$ cat src/rtl/netctl_pkg.sv
package netctl_pkg;
  localparam int WORD_W = 16;
  localparam int LOST_W = 4;
  localparam int BITS_W = 12;

  // word indices of the register block
  localparam logic [3:0] RG_CSR  = 4'd0;
  localparam logic [3:0] RG_STN  = 4'd1;
  localparam logic [3:0] RG_RXD  = 4'd2;
  localparam logic [3:0] RG_BITS = 4'd3;
  localparam logic [3:0] RG_XMT  = 4'd5;
  localparam logic [3:0] RG_TMR  = 4'd8;

  // status word bit positions
  localparam int B_RDN  = 15;
  localparam int B_ERR  = 14;
  localparam int B_RST  = 13;
  localparam int B_LSTH = 12;
  localparam int B_LSTL = 9;
  localparam int B_TCL  = 8;
  localparam int B_TDN  = 7;
  localparam int B_TAB  = 6;
  localparam int B_TEN  = 5;
  localparam int B_REN  = 4;
  localparam int B_RCL  = 3;
  localparam int B_SPY  = 2;
  localparam int B_LPBK = 1;
  localparam int B_TIE  = 0;

  typedef struct packed {
    logic ten;
    logic ren;
    logic spy;
    logic lpbk;
    logic tie;
  } ctl_t;
endpackage

$ cat src/rtl/netctl_txq.sv
module netctl_txq #(
  parameter int DEPTH = 16,
  parameter int W     = 16
) (
  input  logic         clk,
  input  logic         rst_n,
  input  logic         clr,
  input  logic         push,
  input  logic [W-1:0] push_data,
  input  logic         start,
  input  logic         loop_en,
  input  logic         line_ready,
  input  logic         abort,
  output logic         out_valid,
  output logic [W-1:0] out_data,
  output logic         out_last,
  output logic         done,
  output logic         aborted
);
  localparam int CW = $clog2(DEPTH + 1);
  localparam int IW = $clog2(DEPTH);
  localparam logic [CW-1:0] FULL = CW'(DEPTH);

  logic [W-1:0]  mem [DEPTH];
  logic [CW-1:0] wcnt_q, wcnt_d, rptr_q, rptr_d;
  logic          busy_q, busy_d, done_q, done_d, tab_q, tab_d;
  logic          xfer, abort_hit, at_last, can_push;

  assign xfer      = busy_q & (loop_en | line_ready);
  assign abort_hit = busy_q & abort & ~loop_en;
  assign at_last   = (rptr_q == wcnt_q - 1'b1);
  assign can_push  = push & ~busy_q & ~clr & (wcnt_q != FULL);

  always_comb begin
    wcnt_d = wcnt_q;
    rptr_d = rptr_q;
    busy_d = busy_q;
    done_d = done_q;
    tab_d  = tab_q;
    if (clr) begin
      wcnt_d = '0;
      rptr_d = '0;
      busy_d = 1'b0;
      done_d = 1'b1;
      tab_d  = 1'b0;
    end else if (abort_hit) begin
      busy_d = 1'b0;
      rptr_d = '0;
      done_d = 1'b1;
      tab_d  = 1'b1;
    end else if (busy_q) begin
      if (xfer) begin
        if (at_last) begin
          busy_d = 1'b0;
          done_d = 1'b1;
          wcnt_d = '0;
          rptr_d = '0;
        end else begin
          rptr_d = rptr_q + 1'b1;
        end
      end
    end else if (start && wcnt_q != '0) begin
      busy_d = 1'b1;
      done_d = 1'b0;
      tab_d  = 1'b0;
      rptr_d = '0;
    end else if (can_push) begin
      wcnt_d = wcnt_q + 1'b1;
    end
  end

  always_ff @(posedge clk or negedge rst_n) begin
    if (!rst_n) begin
      wcnt_q <= '0;
      rptr_q <= '0;
      busy_q <= 1'b0;
      done_q <= 1'b1;
      tab_q  <= 1'b0;
    end else begin
      wcnt_q <= wcnt_d;
      rptr_q <= rptr_d;
      busy_q <= busy_d;
      done_q <= done_d;
      tab_q  <= tab_d;
    end
  end

  always_ff @(posedge clk) begin
    if (can_push) mem[wcnt_q[IW-1:0]] <= push_data;
  end

  assign out_valid = busy_q;
  assign out_data  = mem[rptr_q[IW-1:0]];
  assign out_last  = busy_q & at_last;
  assign done      = done_q;
  assign aborted   = tab_q;

  p_busy_not_done_r4: assert property (@(posedge clk) disable iff (!rst_n)
    busy_q |-> !done_q);
  p_fill_bound_r2: assert property (@(posedge clk) disable iff (!rst_n)
    wcnt_q <= FULL);
  p_abort_rewind_r5: assert property (@(posedge clk) disable iff (!rst_n)
    (abort_hit && !clr) |=> (rptr_q == '0 && tab_q && !busy_q && wcnt_q != '0));
endmodule

$ cat src/rtl/netctl_rxq.sv
module netctl_rxq
  import netctl_pkg::*;
#(
  parameter int DEPTH = 16,
  parameter int W     = 16
) (
  input  logic              clk,
  input  logic              rst_n,
  input  logic              clr,
  input  logic [W-1:0]      station,
  input  logic              spy,
  input  logic              in_valid,
  input  logic [W-1:0]      in_data,
  input  logic              in_last,
  input  logic              in_crc,
  input  logic              pop,
  output logic [W-1:0]      pop_data,
  output logic              rdn,
  output logic              err,
  output logic [LOST_W-1:0] lost,
  output logic [BITS_W-1:0] bits
);
  localparam int CW = $clog2(DEPTH + 1);
  localparam int IW = $clog2(DEPTH);
  localparam int SH = $clog2(W);
  localparam logic [CW-1:0] FULL = CW'(DEPTH);

  logic [W-1:0]      mem [DEPTH];
  logic [CW-1:0]     wcnt_q, wcnt_d, rptr_q, rptr_d, base;
  logic              inpkt_q, inpkt_d, take_q, take_d;
  logic              rdn_q, rdn_d, err_q, err_d;
  logic [LOST_W-1:0] lost_q, lost_d;
  logic              first, match, take_now, store, can_pop;

  assign first    = ~inpkt_q;
  assign match    = spy | (in_data == station) | (in_data == '0);
  assign take_now = first ? (match & ~rdn_q) : take_q;
  assign base     = first ? '0 : wcnt_q;
  assign store    = in_valid & take_now & (base != FULL) & ~clr;
  assign can_pop  = rdn_q & (rptr_q < wcnt_q);

  always_comb begin
    wcnt_d  = wcnt_q;
    rptr_d  = rptr_q;
    inpkt_d = inpkt_q;
    take_d  = take_q;
    rdn_d   = rdn_q;
    err_d   = err_q;
    lost_d  = lost_q;
    if (clr) begin
      wcnt_d  = '0;
      rptr_d  = '0;
      inpkt_d = 1'b0;
      take_d  = 1'b0;
      rdn_d   = 1'b0;
      err_d   = 1'b0;
      lost_d  = '0;
    end else begin
      if (in_valid) begin
        if (first) begin
          take_d = take_now;
          if (match && rdn_q && lost_q != '1) lost_d = lost_q + 1'b1;
          if (take_now) begin
            wcnt_d = '0;
            rptr_d = '0;
          end
        end
        inpkt_d = ~in_last;
        if (store) wcnt_d = base + 1'b1;
        if (in_last && take_now) begin
          rdn_d = 1'b1;
          err_d = in_crc;
        end
      end
      if (pop && can_pop) rptr_d = rptr_q + 1'b1;
    end
  end

  always_ff @(posedge clk or negedge rst_n) begin
    if (!rst_n) begin
      wcnt_q  <= '0;
      rptr_q  <= '0;
      inpkt_q <= 1'b0;
      take_q  <= 1'b0;
      rdn_q   <= 1'b0;
      err_q   <= 1'b0;
      lost_q  <= '0;
    end else begin
      wcnt_q  <= wcnt_d;
      rptr_q  <= rptr_d;
      inpkt_q <= inpkt_d;
      take_q  <= take_d;
      rdn_q   <= rdn_d;
      err_q   <= err_d;
      lost_q  <= lost_d;
    end
  end

  always_ff @(posedge clk) begin
    if (store) mem[base[IW-1:0]] <= in_data;
  end

  assign pop_data = can_pop ? mem[rptr_q[IW-1:0]] : '0;
  assign rdn      = rdn_q;
  assign err      = err_q;
  assign lost     = lost_q;
  assign bits     = rdn_q ? (BITS_W'(wcnt_q) << SH) : '0;

  p_rdn_sticky_r7: assert property (@(posedge clk) disable iff (!rst_n)
    (rdn_q && !clr) |=> rdn_q);
  p_lost_sat_r9: assert property (@(posedge clk) disable iff (!rst_n)
    (lost_q == '1 && !clr) |=> lost_q == '1);
  p_rptr_bound_r8: assert property (@(posedge clk) disable iff (!rst_n)
    rptr_q <= wcnt_q);
endmodule

$ cat src/rtl/netctl_tmr.sv
module netctl_tmr #(
  parameter int TW = 16
) (
  input  logic          clk,
  input  logic          rst_n,
  input  logic          clr,
  input  logic          load,
  input  logic [TW-1:0] load_val,
  output logic          expired
);
  logic [TW-1:0] cnt_q, cnt_d;
  logic          exp_q, exp_d;

  always_comb begin
    cnt_d = cnt_q;
    exp_d = exp_q;
    if (clr) begin
      cnt_d = '0;
      exp_d = 1'b0;
    end else if (load) begin
      cnt_d = load_val;
      exp_d = 1'b0;
    end else if (cnt_q != '0) begin
      cnt_d = cnt_q - 1'b1;
      if (cnt_q == TW'(1)) exp_d = 1'b1;
    end
  end

  always_ff @(posedge clk or negedge rst_n) begin
    if (!rst_n) begin
      cnt_q <= '0;
      exp_q <= 1'b0;
    end else begin
      cnt_q <= cnt_d;
      exp_q <= exp_d;
    end
  end

  assign expired = exp_q;

  p_expire_step_r12: assert property (@(posedge clk) disable iff (!rst_n)
    (cnt_q == TW'(1) && !clr && !load) |=> expired);
  p_expire_hold_r12: assert property (@(posedge clk) disable iff (!rst_n)
    (exp_q && !clr && !load) |=> expired);
endmodule

$ cat src/rtl/netctl_regs.sv
module netctl_regs
  import netctl_pkg::*;
#(
  parameter int         DEPTH  = 16,
  parameter logic [8:0] VECTOR = 9'o270
) (
  input  logic        clk,
  input  logic        rst_n,
  input  logic [15:0] station,
  input  logic        bus_sel,
  input  logic        bus_wr,
  input  logic [3:0]  bus_addr,
  input  logic [15:0] bus_wdata,
  output logic [15:0] bus_rdata,
  output logic        line_tx_valid,
  output logic [15:0] line_tx_data,
  output logic        line_tx_last,
  input  logic        line_tx_ready,
  input  logic        line_tx_abort,
  input  logic        line_rx_valid,
  input  logic [15:0] line_rx_data,
  input  logic        line_rx_last,
  input  logic        line_rx_crc_err,
  output logic        irq,
  output logic [8:0]  int_vec
);
  ctl_t              ctl_q, ctl_d;
  logic              csr_wr, rst_req, tcl, rcl;
  logic              tx_push, tx_start, rx_pop, tmr_load;
  logic              tx_valid, tx_last, tx_done, tx_tab;
  logic [WORD_W-1:0] tx_data, rx_word;
  logic              rx_valid, rx_last, rx_crc;
  logic [WORD_W-1:0] pop_data;
  logic              rdn, err, tmr_exp;
  logic [LOST_W-1:0] lost;
  logic [BITS_W-1:0] bits;
  logic [15:0]       csr_view;

  assign csr_wr   = bus_sel & bus_wr & (bus_addr == RG_CSR);
  assign rst_req  = csr_wr & bus_wdata[B_RST];
  assign tcl      = rst_req | (csr_wr & bus_wdata[B_TCL]);
  assign rcl      = rst_req | (csr_wr & bus_wdata[B_RCL]);
  assign tx_push  = bus_sel & bus_wr & (bus_addr == RG_STN);
  assign tx_start = bus_sel & ~bus_wr & (bus_addr == RG_XMT);
  assign rx_pop   = bus_sel & ~bus_wr & (bus_addr == RG_RXD);
  assign tmr_load = bus_sel & bus_wr & (bus_addr == RG_TMR);

  always_comb begin
    ctl_d = ctl_q;
    if (rst_req) begin
      ctl_d = '0;
    end else if (csr_wr) begin
      ctl_d.ten  = bus_wdata[B_TEN];
      ctl_d.ren  = bus_wdata[B_REN];
      ctl_d.spy  = bus_wdata[B_SPY];
      ctl_d.lpbk = bus_wdata[B_LPBK];
      ctl_d.tie  = bus_wdata[B_TIE];
    end
  end

  always_ff @(posedge clk or negedge rst_n) begin
    if (!rst_n) ctl_q <= '0;
    else        ctl_q <= ctl_d;
  end

  netctl_txq #(.DEPTH(DEPTH), .W(WORD_W)) u_txq (
    .clk(clk), .rst_n(rst_n), .clr(tcl), .push(tx_push), .push_data(bus_wdata),
    .start(tx_start), .loop_en(ctl_q.lpbk), .line_ready(line_tx_ready),
    .abort(line_tx_abort), .out_valid(tx_valid), .out_data(tx_data),
    .out_last(tx_last), .done(tx_done), .aborted(tx_tab)
  );

  // loopback steers the outbound stream into the receiver
  assign rx_valid = ctl_q.lpbk ? tx_valid : line_rx_valid;
  assign rx_word  = ctl_q.lpbk ? tx_data  : line_rx_data;
  assign rx_last  = ctl_q.lpbk ? tx_last  : line_rx_last;
  assign rx_crc   = ctl_q.lpbk ? 1'b0     : line_rx_crc_err;

  netctl_rxq #(.DEPTH(DEPTH), .W(WORD_W)) u_rxq (
    .clk(clk), .rst_n(rst_n), .clr(rcl), .station(station), .spy(ctl_q.spy),
    .in_valid(rx_valid), .in_data(rx_word), .in_last(rx_last), .in_crc(rx_crc),
    .pop(rx_pop), .pop_data(pop_data), .rdn(rdn), .err(err), .lost(lost),
    .bits(bits)
  );

  netctl_tmr #(.TW(WORD_W)) u_tmr (
    .clk(clk), .rst_n(rst_n), .clr(rst_req), .load(tmr_load),
    .load_val(bus_wdata), .expired(tmr_exp)
  );

  always_comb begin
    csr_view                = '0;
    csr_view[B_RDN]         = rdn;
    csr_view[B_ERR]         = err;
    csr_view[B_LSTH:B_LSTL] = lost;
    csr_view[B_TDN]         = tx_done;
    csr_view[B_TAB]         = tx_tab;
    csr_view[B_TEN]         = ctl_q.ten;
    csr_view[B_REN]         = ctl_q.ren;
    csr_view[B_SPY]         = ctl_q.spy;
    csr_view[B_LPBK]        = ctl_q.lpbk;
    csr_view[B_TIE]         = ctl_q.tie;
  end

  always_comb begin
    case (bus_addr)
      RG_CSR:         bus_rdata = csr_view;
      RG_STN, RG_XMT: bus_rdata = station;
      RG_RXD:         bus_rdata = pop_data;
      RG_BITS:        bus_rdata = {{(16-BITS_W){1'b0}}, bits};
      default:        bus_rdata = '0;
    endcase
  end

  assign line_tx_valid = tx_valid & ~ctl_q.lpbk;
  assign line_tx_data  = tx_data;
  assign line_tx_last  = tx_last & ~ctl_q.lpbk;
  assign irq     = (rdn & ctl_q.ren) | (tx_done & ctl_q.ten) | (tmr_exp & ctl_q.tie);
  assign int_vec = VECTOR;
endmodule

$ cat config.mk
export PLATFORM = sky130hd
export DESIGN_NAME = netctl_regs
export DESIGN_NICKNAME = d
export VERILOG_FILES = /design/src/rtl/netctl_pkg.sv /design/src/rtl/netctl_txq.sv /design/src/rtl/netctl_rxq.sv /design/src/rtl/netctl_tmr.sv /design/src/rtl/netctl_regs.sv
export SDC_FILE = /design/constraint.sdc
export NUM_CORES = 1
export LEC_CHECK = 0
export ABC_CLOCK_PERIOD_IN_PS = 4300
export BUFFER_PORTS_ARGS = -buffer_cell sky130_fd_sc_hd__buf_4
export CORE_ASPECT_RATIO = 1.1
export CORE_UTILIZATION = 56
export CTS_CLUSTER_DIAMETER = 30
export DETAILED_ROUTE_END_ITERATION = 8
export HOLD_SLACK_MARGIN = 0.03
export MAX_ROUTING_LAYER = met4
export PLACE_DENSITY_LB_ADDON = 0.15
export SLEW_MARGIN = 20
export SYNTH_ARGS = -nofsm -noshare
export SYNTH_HDL_FRONTEND = slang
export SYNTH_SLANG_ARGS = --single-unit
$ cat constraint.sdc
create_clock -name clk -period 4.3 [get_ports clk]
set_input_delay 0.645 -clock clk [delete_from_list [all_inputs] [get_ports clk]]
set_output_delay 0.645 -clock clk [all_outputs]
set_load 0.02 [all_outputs]
==> summary.md <==
| Metric | Value |
|---|---|
| Worst Path Arrival | `4510 ps` |
| Max stage delay on crit path | `590 ps` |
| Core area | `42,400 sq um` |
| WL per Instance | `27.8 microns` |
| FILL cells | `2,748` |
| Die Y | `220 microns` |
| Post-Synth XOR/XNOR Area | `1.74%` |
| Hold WC Path Type | `in -> async` |
| Share of layout cells above drive strength 1 | `29.4%` |
| Final Max Tran Viols | `0` |
| Number of remaining DRC errors | `0` |
| Die area | `44,000 sq um` |
| CTS HTree Levels | `3` |
| WP buf/inv | `3` |
| Worst slack at placement | `247 ps` |
| Total CTS buffers | `101` |
| Cell area after synthesis | `24,200 sq um` |
| Post-route ant nets | `0` |
| CP max-delay cell | `dfrtp_4` |
| Clock period minus worst slack | `4150 ps` |
| Hold_buf cts | `0` |
| Starting density of the core | `57.0%` |
| RSZ-0062 raised after global routing | `no` |
| PostCTS Resize Cnt | `0` |
| Synth top area share | `63.7%` |
| Reg2reg start | `u_txq.rptr_q[0]` |
| Initial antenna violation count | `0` |
| Final Util | `69.2%` |
| Leak Pwr | `10.2 nW` |
| Largest area contributor in the synthesized netlist | `edfxtp_1` |
| Critical path peak fanout | `19` |
| Layout area overhead | `21.5%` |
| DR vias | `14,253` |
| First-pass GRT wire length | `92.8 mm` |
| Vias in the first global route | `14,238` |
| Pwr Density | `579 nW/um^2` |
| CTS tree | `yes` |
| RD Place Congestion | `0.894` |
| Critical path required time | `4660 ps` |
| Largest net degree at the start of global routing | `68` |
| Clock transition at path regs | `50 ps` |
| Port bufs | `95` |
| Post-synthesis sequential area ratio | `69.1%` |
| Top Family by Delay on Critical Path | `compound AO/OA/AOI/OAI gates` |
| Worst Max-Slew Pin Slew | `866 ps` |
| Vias per cell | `6.21` |
| Die Wd | `200 microns` |
| Drt pass-1 iters | `5` |
| Fin crit share | `96.5%` |
| Syn_area_per_cell | `16.9 sq um` |
| Crit path kind | `reg -> reg` |
| Clock Sinks | `565` |
| Dpl cells | `2,106` |
| 1st-iter DRT viols | `1,398` |
| Root Buffer | `clkbuf_16` |
| Final nets | `1,721` |
| Clk buf depth | `3` |
| Most frequent cell after synthesis | `edfxtp_1` |
| PnR worst setup slack | `149 ps` |
| Max Cap Viol | `0` |
| Cells along the critical path | `buf_12, buf_12, mux4_1, nand2_1, and3_1, a31oi_1, mux2_2, nor2_1, a31oi_1, o21ai_4, o211a_1, and2_1, buf_4` |
| Multiplexer share of the synthesized area | `14.2%` |
| Setup crit start | `u_txq.rptr_q[0]` |
| Compound-gate portion of the synthesized area | `5.60%` |
| Peak VDD IR | `0.399 mV` |
| Cells after synthesis | `1,429` |
| Synth cell count leaders | `edfxtp_1, mux4_2, nor2_1` |
| Setup bufs post-CTS | `0` |
| Final Setup Violations | `0` |
| Site Rows | `79` |
| Simple-gate share of the synthesized area | `5.90%` |
| Synth area leaders | `edfxtp_1, mux4_2, dfrtp_1, mux2i_1, nor2_1` |
| Relative slew slack | `41.7%` |
| Post-DP HPWL | `40.7 mm` |
| Antenna cells | `0` |
| Skew-Pair Late Insertion Delay | `640 ps` |
| Remaining global-route overflow | `0` |
| Status | `finished, final reports clean` |
| Post-Synth Adder-Cell Area | `0.932%` |
| Fin Clk Skew | `30.7 ps` |
| #FFs+latches synth | `565` |
| Top FF cell, synth | `edfxtp_1` |
| Number of I/O pins | `105` |
| Post-route setup TNS | `0 ps` |
| Layout Cells excl Fill | `2,295` |
| CP startpoint kind | `flop` |
| Yosys cell types | `75` |
| Yosys warning total | `0` |
| Main combinational cell family by area after synthesis | `multiplexers` |
| Fmax | `241 MHz` |
| Routed WL | `63.8 mm` |
| Final Hold Viols | `0` |
| Share of synthesized registers carrying an async set or reset | `9.38%` |
| EDFF count, synth | `512` |
| CP Capture Type | `flop` |
| All-layer global routing usage | `31.1%` |
==> path summary, 6_finish.rpt <==
kind,end,slack [ps],cells past startpoint
hold / removal,u_rxq.rptr_q[0],80,1
min in group clk,u_rxq.err,320,3
setup reg to reg,u_rxq.mem[1][10],150,13
max in group asynchronous,u_txq.rptr_q[0],3630,1
hold reg to reg,csr_view[5],510,2
setup / recovery,u_rxq.mem[1][10],150,13
==> kinds of logic after synthesis <==
| family | Yosys count |
|---|---|
| xor+xnor | 48 |
| mux | 195 |
| flops | 565 |
| buf+inv | 123 |
| simple gates | 286 |
| fa+ha+maj | 18 |
| compound gates | 192 |
| other cells | 2 |
==> layout by cell type (no fill, tap or decap), types with 18 or more instances in the layout <==
master	synthesis	layout
xor2_1	21	21
nand2_1	69	69
dfrtp_1	52	48
nand3_1	21	21
inv_1	44	44
mux2i_1	62	62
buf_4	14	174
edfxtp_1	512	512
o21ai_0	47	47
a21oi_1	23	23
xnor2_1	27	27
clkinv_1	1	19
clkbuf_16	0	105
a22oi_1	22	22
mux4_2	113	113
nor2_1	84	71
ha_1	18	18
and2_1	22	22
==> report_power, final <==
group | internal (mW) | switching (mW)
clock | 4.97 | 2.76
combinational | 1.15 | 1.52
sequential | 6.37 | 0.229
total | 12.5 | 4.51
==> area by class of cell <==
cell class | instances | area, sq um | share of cell area (%)
inverters | 46 | 173 | 0.588
clock buffers | 115 | 2680 | 9.11
repair buffers | 180 | 1430 | 4.86
clock inverters | 74 | 694 | 2.37
multi-input cells | 748 | 6960 | 23.7
well taps | 567 | 709 | 2.42
flip-flops and latches | 565 | 16700 | 56.9
==> through the flow <==
stage / power, mW / hold WS [ps] / instance area, sq um
4_1_cts: 17.1 / 102 / 29300
2_1_floorplan: 8.45 / 349 / 24200
5_1_grt: 17.5 / 138 / 29300
6_report: 17.0 / 78.3 / 29300
3_5_place_dp: 9.35 / 498 / 26000
3_3_place_gp: 9.30 / 488 / 26000
==> per-layer routing <==
layer	global-route usage (%)	wire (microns)	up-vias
met5	-	0	-
met4	13.1	2340	0
met3	6.18	5290	132
met2	50.7	32500	716
met1	38.1	23700	7275
li1	-	-	6130
==> sequential cells by signal, indices dropped and copies added, names as in the netlist <==
signal           flops
u_rxq.wcnt_q         5
u_txq.wcnt_q         5
u_rxq.take_q         1
u_txq.mem          256
u_rxq.inpkt_q        1
u_rxq.rptr_q         5
u_rxq.mem          256
u_txq.out_valid      1
u_txq.aborted        1
u_rxq.rdn            1
u_rxq.lost           4
u_txq.rptr_q         5
u_tmr.cnt_q         16
csr_view             5
u_tmr.expired        1
u_rxq.err            1
u_txq.done           1
Note: power is estimated with default switching activity, not from simulation.
